## src/rtl/rfc_pkg.sv

```systemverilog
package rfc_pkg;
  typedef enum logic [2:0] {
    ST_DUPLEX,
    ST_RERUN,
    ST_REPAIR,
    ST_CONFIRM,
    ST_SWAP,
    ST_SPARED
  } rfc_state_e;

  localparam logic [1:0] STAT_DUPLEX  = 2'd0;
  localparam logic [1:0] STAT_RECOVER = 2'd1;
  localparam logic [1:0] STAT_SPARED  = 2'd2;
  localparam logic [1:0] STAT_ROLLBK  = 2'd3;

  localparam int NSIG = 3;
  localparam int IDX_A = 0;
  localparam int IDX_B = 1;
  localparam int IDX_S = 2;
endpackage

```

## src/rtl/rfc_sig_hold.sv

```systemverilog
module rfc_sig_hold #(
  parameter int W = 32
) (
  input  logic         clk,
  input  logic         rst,
  input  logic         vld,
  input  logic [W-1:0] sig_in,
  output logic [W-1:0] sig_cur
);
  logic [W-1:0] held;

  always_ff @(posedge clk) begin
    if (rst) held <= '0;
    else if (vld) held <= sig_in;
  end

  // a strobe in the checkpoint cycle wins over the stored copy
  assign sig_cur = vld ? sig_in : held;
endmodule

```

## src/rtl/rfc_fault_tracker.sv

```systemverilog
module rfc_fault_tracker #(
  parameter int CLEAN_LIMIT = 8
) (
  input  logic clk,
  input  logic rst,
  input  logic clean_evt,
  input  logic dirty_evt,
  input  logic fault_evt,
  input  logic fault_on_b,
  output logic repeat_hit
);
  localparam int CW = (CLEAN_LIMIT < 2) ? 1 : $clog2(CLEAN_LIMIT + 1);
  localparam logic [CW-1:0] CLEAN_LAST = CW'(CLEAN_LIMIT - 1);

  logic [1:0]    fcnt [2];
  logic [CW-1:0] clean_run;

  always_ff @(posedge clk) begin
    if (rst) begin
      for (int m = 0; m < 2; m++) fcnt[m] <= 2'd0;
      clean_run <= '0;
    end else if (fault_evt) begin
      clean_run <= '0;
      if (fcnt[fault_on_b] != 2'd3) fcnt[fault_on_b] <= fcnt[fault_on_b] + 2'd1;
    end else if (dirty_evt) begin
      clean_run <= '0;
    end else if (clean_evt) begin
      if (clean_run == CLEAN_LAST) begin
        clean_run <= '0;
        for (int m = 0; m < 2; m++) fcnt[m] <= 2'd0;
      end else begin
        clean_run <= clean_run + 1'b1;
      end
    end
  end

  // the count reaches two on this fault when it is already non-zero
  assign repeat_hit = (fcnt[fault_on_b] != 2'd0);
endmodule

```

## src/rtl/rfc_ctrl.sv

```systemverilog
module rfc_ctrl
  import rfc_pkg::*;
#(
  parameter int SIG_W       = 32,
  parameter int CLEAN_LIMIT = 8
) (
  input  logic             clk,
  input  logic             rst,
  input  logic             ckpt,
  input  logic             confirm_en,
  input  logic [SIG_W-1:0] sig_a,
  input  logic             sig_a_vld,
  input  logic [SIG_W-1:0] sig_b,
  input  logic             sig_b_vld,
  input  logic [SIG_W-1:0] sig_s,
  input  logic             sig_s_vld,
  input  logic             xfer_done,
  output logic             spare_en,
  output logic             spare_load,
  output logic             copy_a2b,
  output logic             copy_b2a,
  output logic             swap_a,
  output logic             swap_b,
  output logic             rollback,
  output logic [1:0]       mode_stat
);
  logic [SIG_W-1:0] raw_sig [NSIG];
  logic [SIG_W-1:0] cur_sig [NSIG];
  logic [NSIG-1:0]  raw_vld;

  assign raw_sig[IDX_A] = sig_a;
  assign raw_sig[IDX_B] = sig_b;
  assign raw_sig[IDX_S] = sig_s;
  assign raw_vld = {sig_s_vld, sig_b_vld, sig_a_vld};

  for (genvar g = 0; g < NSIG; g++) begin : g_cap
    rfc_sig_hold #(.W(SIG_W)) u_hold (
      .clk     (clk),
      .rst     (rst),
      .vld     (raw_vld[g]),
      .sig_in  (raw_sig[g]),
      .sig_cur (cur_sig[g])
    );
  end

  rfc_state_e       state;
  logic             pend;
  logic             b_replaced;
  logic [SIG_W-1:0] keep_a, keep_b;

  logic             eval_ckpt;
  logic             pair_eq;
  logic             s_says_b_bad, s_says_a_bad;
  logic             repeat_hit;
  logic [SIG_W-1:0] survivor;

  assign eval_ckpt    = ckpt | pend;
  assign pair_eq      = (cur_sig[IDX_A] == cur_sig[IDX_B]);
  assign s_says_b_bad = (sig_s == keep_a);
  assign s_says_a_bad = (sig_s == keep_b);
  assign survivor     = b_replaced ? cur_sig[IDX_A] : cur_sig[IDX_B];

  rfc_fault_tracker #(.CLEAN_LIMIT(CLEAN_LIMIT)) u_track (
    .clk        (clk),
    .rst        (rst),
    .clean_evt  ((state == ST_DUPLEX) && eval_ckpt && pair_eq),
    .dirty_evt  ((state == ST_DUPLEX) && eval_ckpt && !pair_eq),
    .fault_evt  ((state == ST_RERUN) && sig_s_vld && (s_says_a_bad || s_says_b_bad)),
    .fault_on_b (s_says_b_bad),
    .repeat_hit (repeat_hit)
  );

  always_ff @(posedge clk) begin
    if (rst) begin
      state      <= ST_DUPLEX;
      pend       <= 1'b0;
      b_replaced <= 1'b0;
      keep_a     <= '0;
      keep_b     <= '0;
      spare_en   <= 1'b0;
      spare_load <= 1'b0;
      copy_a2b   <= 1'b0;
      copy_b2a   <= 1'b0;
      swap_a     <= 1'b0;
      swap_b     <= 1'b0;
      rollback   <= 1'b0;
      mode_stat  <= STAT_DUPLEX;
    end else begin
      spare_load <= 1'b0;
      rollback   <= 1'b0;
      case (state)
        ST_DUPLEX: begin
          mode_stat <= STAT_DUPLEX;
          if (eval_ckpt) begin
            pend <= 1'b0;
            if (!pair_eq) begin
              keep_a     <= cur_sig[IDX_A];
              keep_b     <= cur_sig[IDX_B];
              spare_en   <= 1'b1;
              spare_load <= 1'b1;
              mode_stat  <= STAT_RECOVER;
              state      <= ST_RERUN;
            end
          end
        end
        ST_RERUN: begin
          if (sig_s_vld) begin
            if (s_says_b_bad || s_says_a_bad) begin
              if (repeat_hit) begin
                swap_b     <= s_says_b_bad;
                swap_a     <= !s_says_b_bad;
                b_replaced <= s_says_b_bad;
                state      <= ST_SWAP;
              end else begin
                copy_a2b <= s_says_b_bad;
                copy_b2a <= !s_says_b_bad;
                state    <= ST_REPAIR;
              end
            end else begin
              rollback  <= 1'b1;
              spare_en  <= 1'b0;
              mode_stat <= STAT_ROLLBK;
              state     <= ST_DUPLEX;
            end
          end
        end
        ST_REPAIR: begin
          if (ckpt) pend <= 1'b1;
          if (xfer_done) begin
            copy_a2b <= 1'b0;
            copy_b2a <= 1'b0;
            if (confirm_en) begin
              state <= ST_CONFIRM;
            end else begin
              spare_en  <= 1'b0;
              mode_stat <= STAT_DUPLEX;
              state     <= ST_DUPLEX;
            end
          end
        end
        ST_CONFIRM: begin
          if (eval_ckpt) begin
            pend     <= 1'b0;
            spare_en <= 1'b0;
            state    <= ST_DUPLEX;
            if (cur_sig[IDX_S] == cur_sig[IDX_A]) begin
              mode_stat <= STAT_DUPLEX;
            end else begin
              rollback  <= 1'b1;
              mode_stat <= STAT_ROLLBK;
            end
          end
        end
        ST_SWAP: begin
          if (ckpt) pend <= 1'b1;
          if (xfer_done) begin
            swap_a    <= 1'b0;
            swap_b    <= 1'b0;
            mode_stat <= STAT_SPARED;
            state     <= ST_SPARED;
          end
        end
        ST_SPARED: begin
          mode_stat <= STAT_SPARED;
          if (eval_ckpt) begin
            pend <= 1'b0;
            if (survivor != cur_sig[IDX_S]) begin
              rollback  <= 1'b1;
              mode_stat <= STAT_ROLLBK;
            end
          end
        end
        default: state <= ST_DUPLEX;
      endcase
    end
  end
endmodule

```

## config.mk

```make
export PLATFORM = sky130hd
export DESIGN_NAME = rfc_ctrl
export DESIGN_NICKNAME = d
export VERILOG_FILES = /design/src/rtl/rfc_pkg.sv /design/src/rtl/rfc_sig_hold.sv /design/src/rtl/rfc_fault_tracker.sv /design/src/rtl/rfc_ctrl.sv
export SDC_FILE = /design/constraint.sdc
export NUM_CORES = 1
export LEC_CHECK = 0
export BUFFER_PORTS_ARGS = -buffer_cell sky130_fd_sc_hd__buf_2
export CORE_MARGIN = 4
export CORE_UTILIZATION = 45
export DETAILED_ROUTE_END_ITERATION = 10
export PLACE_DENSITY_LB_ADDON = 0.25
export SYNTH_ARGS = -nofsm -noshare
export SYNTH_HDL_FRONTEND = slang
export SYNTH_SLANG_ARGS = --single-unit
```

## constraint.sdc

```tcl
create_clock -name clk -period 3.5 [get_ports clk]
set_input_delay 0.175 -clock clk [delete_from_list [all_inputs] [get_ports clk]]
set_output_delay 0.175 -clock clk [all_outputs]
set_load 0.005 [all_outputs]
```

==> results.md <==
- Share of synthesized area occupied by flip-flops and latches: 42.7%
- Cell types with the largest area share after synthesis: sky130_fd_sc_hd__dfxtp_1 41%, sky130_fd_sc_hd__mux2i_1 13%, sky130_fd_sc_hd__xnor2_1 13%
- Syn Inst Count: 908
- Path type of the worst setup path: reg -> reg
- Net count after synthesis: 1015
- Core box area: 0.0188 mm²
- Leakage power figure: 0.00419 µW
- Syn. warnings: 0
- Post-synthesis instance area: 0.00862 mm²
- Quantity of hold-fixing buffers added after cts: 0
- Class of the worst hold path: in -> reg
- Crit start category: flip-flop
- Remaining antenna violation count after routing: 0
- Tcrit/Tclk final: 92.6%
- CTS max path bufs: 2
- Headroom to the max-slew limit: 45.4%
- Layout cells sized above 1: 20.0%
- Core Rows: 50
- Post-route minimum period: 3.24 ns
- Area share of the leading cell type in the synthesized netlist: 41.3%
- Average cell area after synthesis: 9.49 µm²
- Via-to-Cell Ratio: 5.39
- Max Transition Viols Final: 0
- Overall die area: 0.0214 mm²
- Max-cap violation count: 0
- Clock insertion delay at the later pin of the skew report: 0.44 ns
- Routed vias: 6982
- Worst vdd rail ir drop: 0.371 mV
- DRC viols: 0
- Slowest cell on crit path: sky130_fd_sc_hd__nor4_1
- Total negative slack for setup checks: 0 ns
- Global placer's final weighted congestion: 0.917
- DIE HEIGHT: 146 µm
- Number of antenna violations at the first check in global routing: 1
- Clock sink total: 182
- Diodes inserted: 0
- Global-route wire length before repair: 38.9 mm
- Setup fix buffers added after clock tree synthesis: 0
- Largest incremental delay on the critical path: 0.44 ns
- Layout Nets: 1156
- Required time of the critical path: 3.65 ns
- Via count of the first global-routing pass: 6688
- Cell type contributing the most total cell area after synthesis: sky130_fd_sc_hd__dfxtp_1
- Flip-flop and latch count after synthesis: 182
- Cell variety after synth: 48
- Inserted Clock Buffers: 17
- Worst Skew: 0.00748 ns
- Tightest hold margin: 0.0723 ns
- Synthesis-to-layout area growth: 19.6%
- Clock slew at reported path FFs: 0.07 ns
- Worst slack after detailed placement: 0.293 ns
- Core utilization of the finished layout: 54.9%
- Kind of end point of the critical path: flip-flop
- Total half-perimeter wirelength after legalization and detailed placement: 18.4 mm
- Final setup fails: 0
- Predominant post-synthesis flop cell: sky130_fd_sc_hd__dfxtp_1
- CTS tree: built
- Max FO, Critical Path: 6
- Highest Clock Rate: 0.309 GHz
- Initial Utilization: 45.9%
- Worst setup margin: 0.259 ns
- CP arrival: 3.39 ns
- I/O pins: 113
- Worst-margin pin slew: 0.818 ns
- DRT Wirelength: 24.9 mm
- Count of port buffers added during placement: 112
- Cell chain of the critical path: xnor2_1 -> nand4_1 -> nor4_1 -> and2_1 -> mux2i_1 -> inv_1 -> ha_1 -> or3_1 -> or2_2 -> nand2_1
- Total power divided by cell area: 528 mW/mm²
- Number of enable flip-flop cells after synthesis: 4
- Overall overflow remaining after global route: 0
- First-pass detailed-route iteration total: 5
- Hold violation count in the final report: 0
- RSZ-0062 raised after global routing: false
- Root buffer selected by CTS: sky130_fd_sc_hd__clkbuf_16
- Die Span X: 146 µm
- Power after layout: 5450 µW
- GRT Overall Usage: 23.4%
- Drt first-iter violations: 633
- Largest net degree at the start of global routing: 131
- Share of synthesized flip-flops with an asynchronous set or reset: 0%
- Layout fillers: 1753
- H-tree depth: 4
- Detailed-route wire length per cell: 19.2 µm
- Number of gates resized after CTS: 0
- Status: complete, no violations
## worst paths after layout
kind	from	to	slack (ns)	cells after the start
worst max-delay path	keep_a[18]	u_track.fcnt[1][1]	0.26	10
worst min-delay path	sig_b[19]	g_cap[1].u_hold.held[19]	0.07	3
worst max register to register	keep_a[18]	u_track.fcnt[1][1]	0.26	10
worst min register to register	copy_a2b	copy_a2b	0.49	2
## layout by cell type, fill, tap and decap left out, drive strengths merged, types with 4 or more instances in the layout
master / instances
clkbuf: 18
nand2: 16
o21ai: 7
clkinv: 5
o31ai: 4
nand4: 32
buf: 176
a21oi: 14
nor3: 5
mux2i: 117
edfxtp: 4
nor2: 179
xnor2: 131
dfxtp: 178
nand3: 4
inv: 14
nor4: 21
xor2: 30
a211oi: 66
## flip-flops by register name (all words and copies together), names as in the netlist
| name | flops |
|---|---|
| g_cap.u_hold.held | 96 |
| keep_a | 32 |
| keep_b | 32 |
| u_track.clean_run | 4 |
| u_track.fcnt | 4 |
| state | 3 |
| mode_stat | 2 |
| b_replaced | 1 |
| copy_a2b | 1 |
| copy_b2a | 1 |
| pend | 1 |
| rollback | 1 |
| spare_en | 1 |
| spare_load | 1 |
| swap_a | 1 |
| swap_b | 1 |
## power breakdown
| group | switching [µW] | internal (µW) |
|---|---|---|
| Clock | 877 | 987 |
| Combinational | 700 | 509 |
| Sequential | 106 | 2270 |
| Total | 1680 | 3770 |
## cells by family after synthesis
kind of cell | share of synthesized area, %
AND/OR/NAND/NOR | 13.9
flip-flops | 42.7
XOR/XNOR | 16.4
multiplexers | 13.8
AO/OA/AOI/OAI | 9.35
buffers and inverters | 3.43
adder cells (fa/ha/maj) | 0.436
## worst max-delay path: cells and delay by family, from the launching register on
family	cells	cell delay [ns]
XOR/XNOR	1	0.34
adder cells (fa/ha/maj)	1	0.17
buffers and inverters	1	0.07
flip-flops	1	0.33
multiplexers	1	0.27
AND/OR/NAND/NOR	6	1.77
## per-stage QoR
stage	instances	instance area (µm²)
floorplan	908	8620
global placement	1264	9760
detailed placement	1264	9760
CTS	1295	10300
global route	1295	10300
finish	1295	10300
## layout make-up
cell class,count,area (µm²),share of cell area (%)
sequential,182,3680,35.7
clock inverter,13,126,1.23
tap,234,293,2.84
timing repair buffer,176,1090,10.6
clock buffer,18,429,4.16
multi-input combinational,662,4650,45.1
inverter,10,37.5,0.364
## cell usage after synthesis (3+ instances only)
cell and count:
sky130_fd_sc_hd__nor2_1 179, sky130_fd_sc_hd__dfxtp_1 178, sky130_fd_sc_hd__xnor2_1 131, sky130_fd_sc_hd__mux2i_1 116, sky130_fd_sc_hd__a211oi_1 66, sky130_fd_sc_hd__clkbuf_1 33
sky130_fd_sc_hd__nand4_1 32, sky130_fd_sc_hd__xor2_1 30, sky130_fd_sc_hd__nor4_1 19, sky130_fd_sc_hd__nand2_1 16, sky130_fd_sc_hd__a21oi_1 14, sky130_fd_sc_hd__buf_2 11
sky130_fd_sc_hd__inv_1 10, sky130_fd_sc_hd__o21ai_0 7, sky130_fd_sc_hd__nor3_1 5, sky130_fd_sc_hd__buf_6 4, sky130_fd_sc_hd__edfxtp_1 4, sky130_fd_sc_hd__nand3_1 4
sky130_fd_sc_hd__o31ai_1 4, sky130_fd_sc_hd__a31oi_1 3, sky130_fd_sc_hd__buf_1 3, sky130_fd_sc_hd__buf_4 3, sky130_fd_sc_hd__ha_1 3, sky130_fd_sc_hd__or3_1 3
## per-layer routing
metal / vias up / part of all wire (%) / global-route usage (%)
li1: 3442 / - / -
met2: 218 / 46 / 36.8
met3: 38 / 5.7 / 3.94
met5: - / 0.068 / 0
met4: 2 / 2.3 / 7.95
met1: 3282 / 46 / 32.8
(Power assumes the default switching activity.)
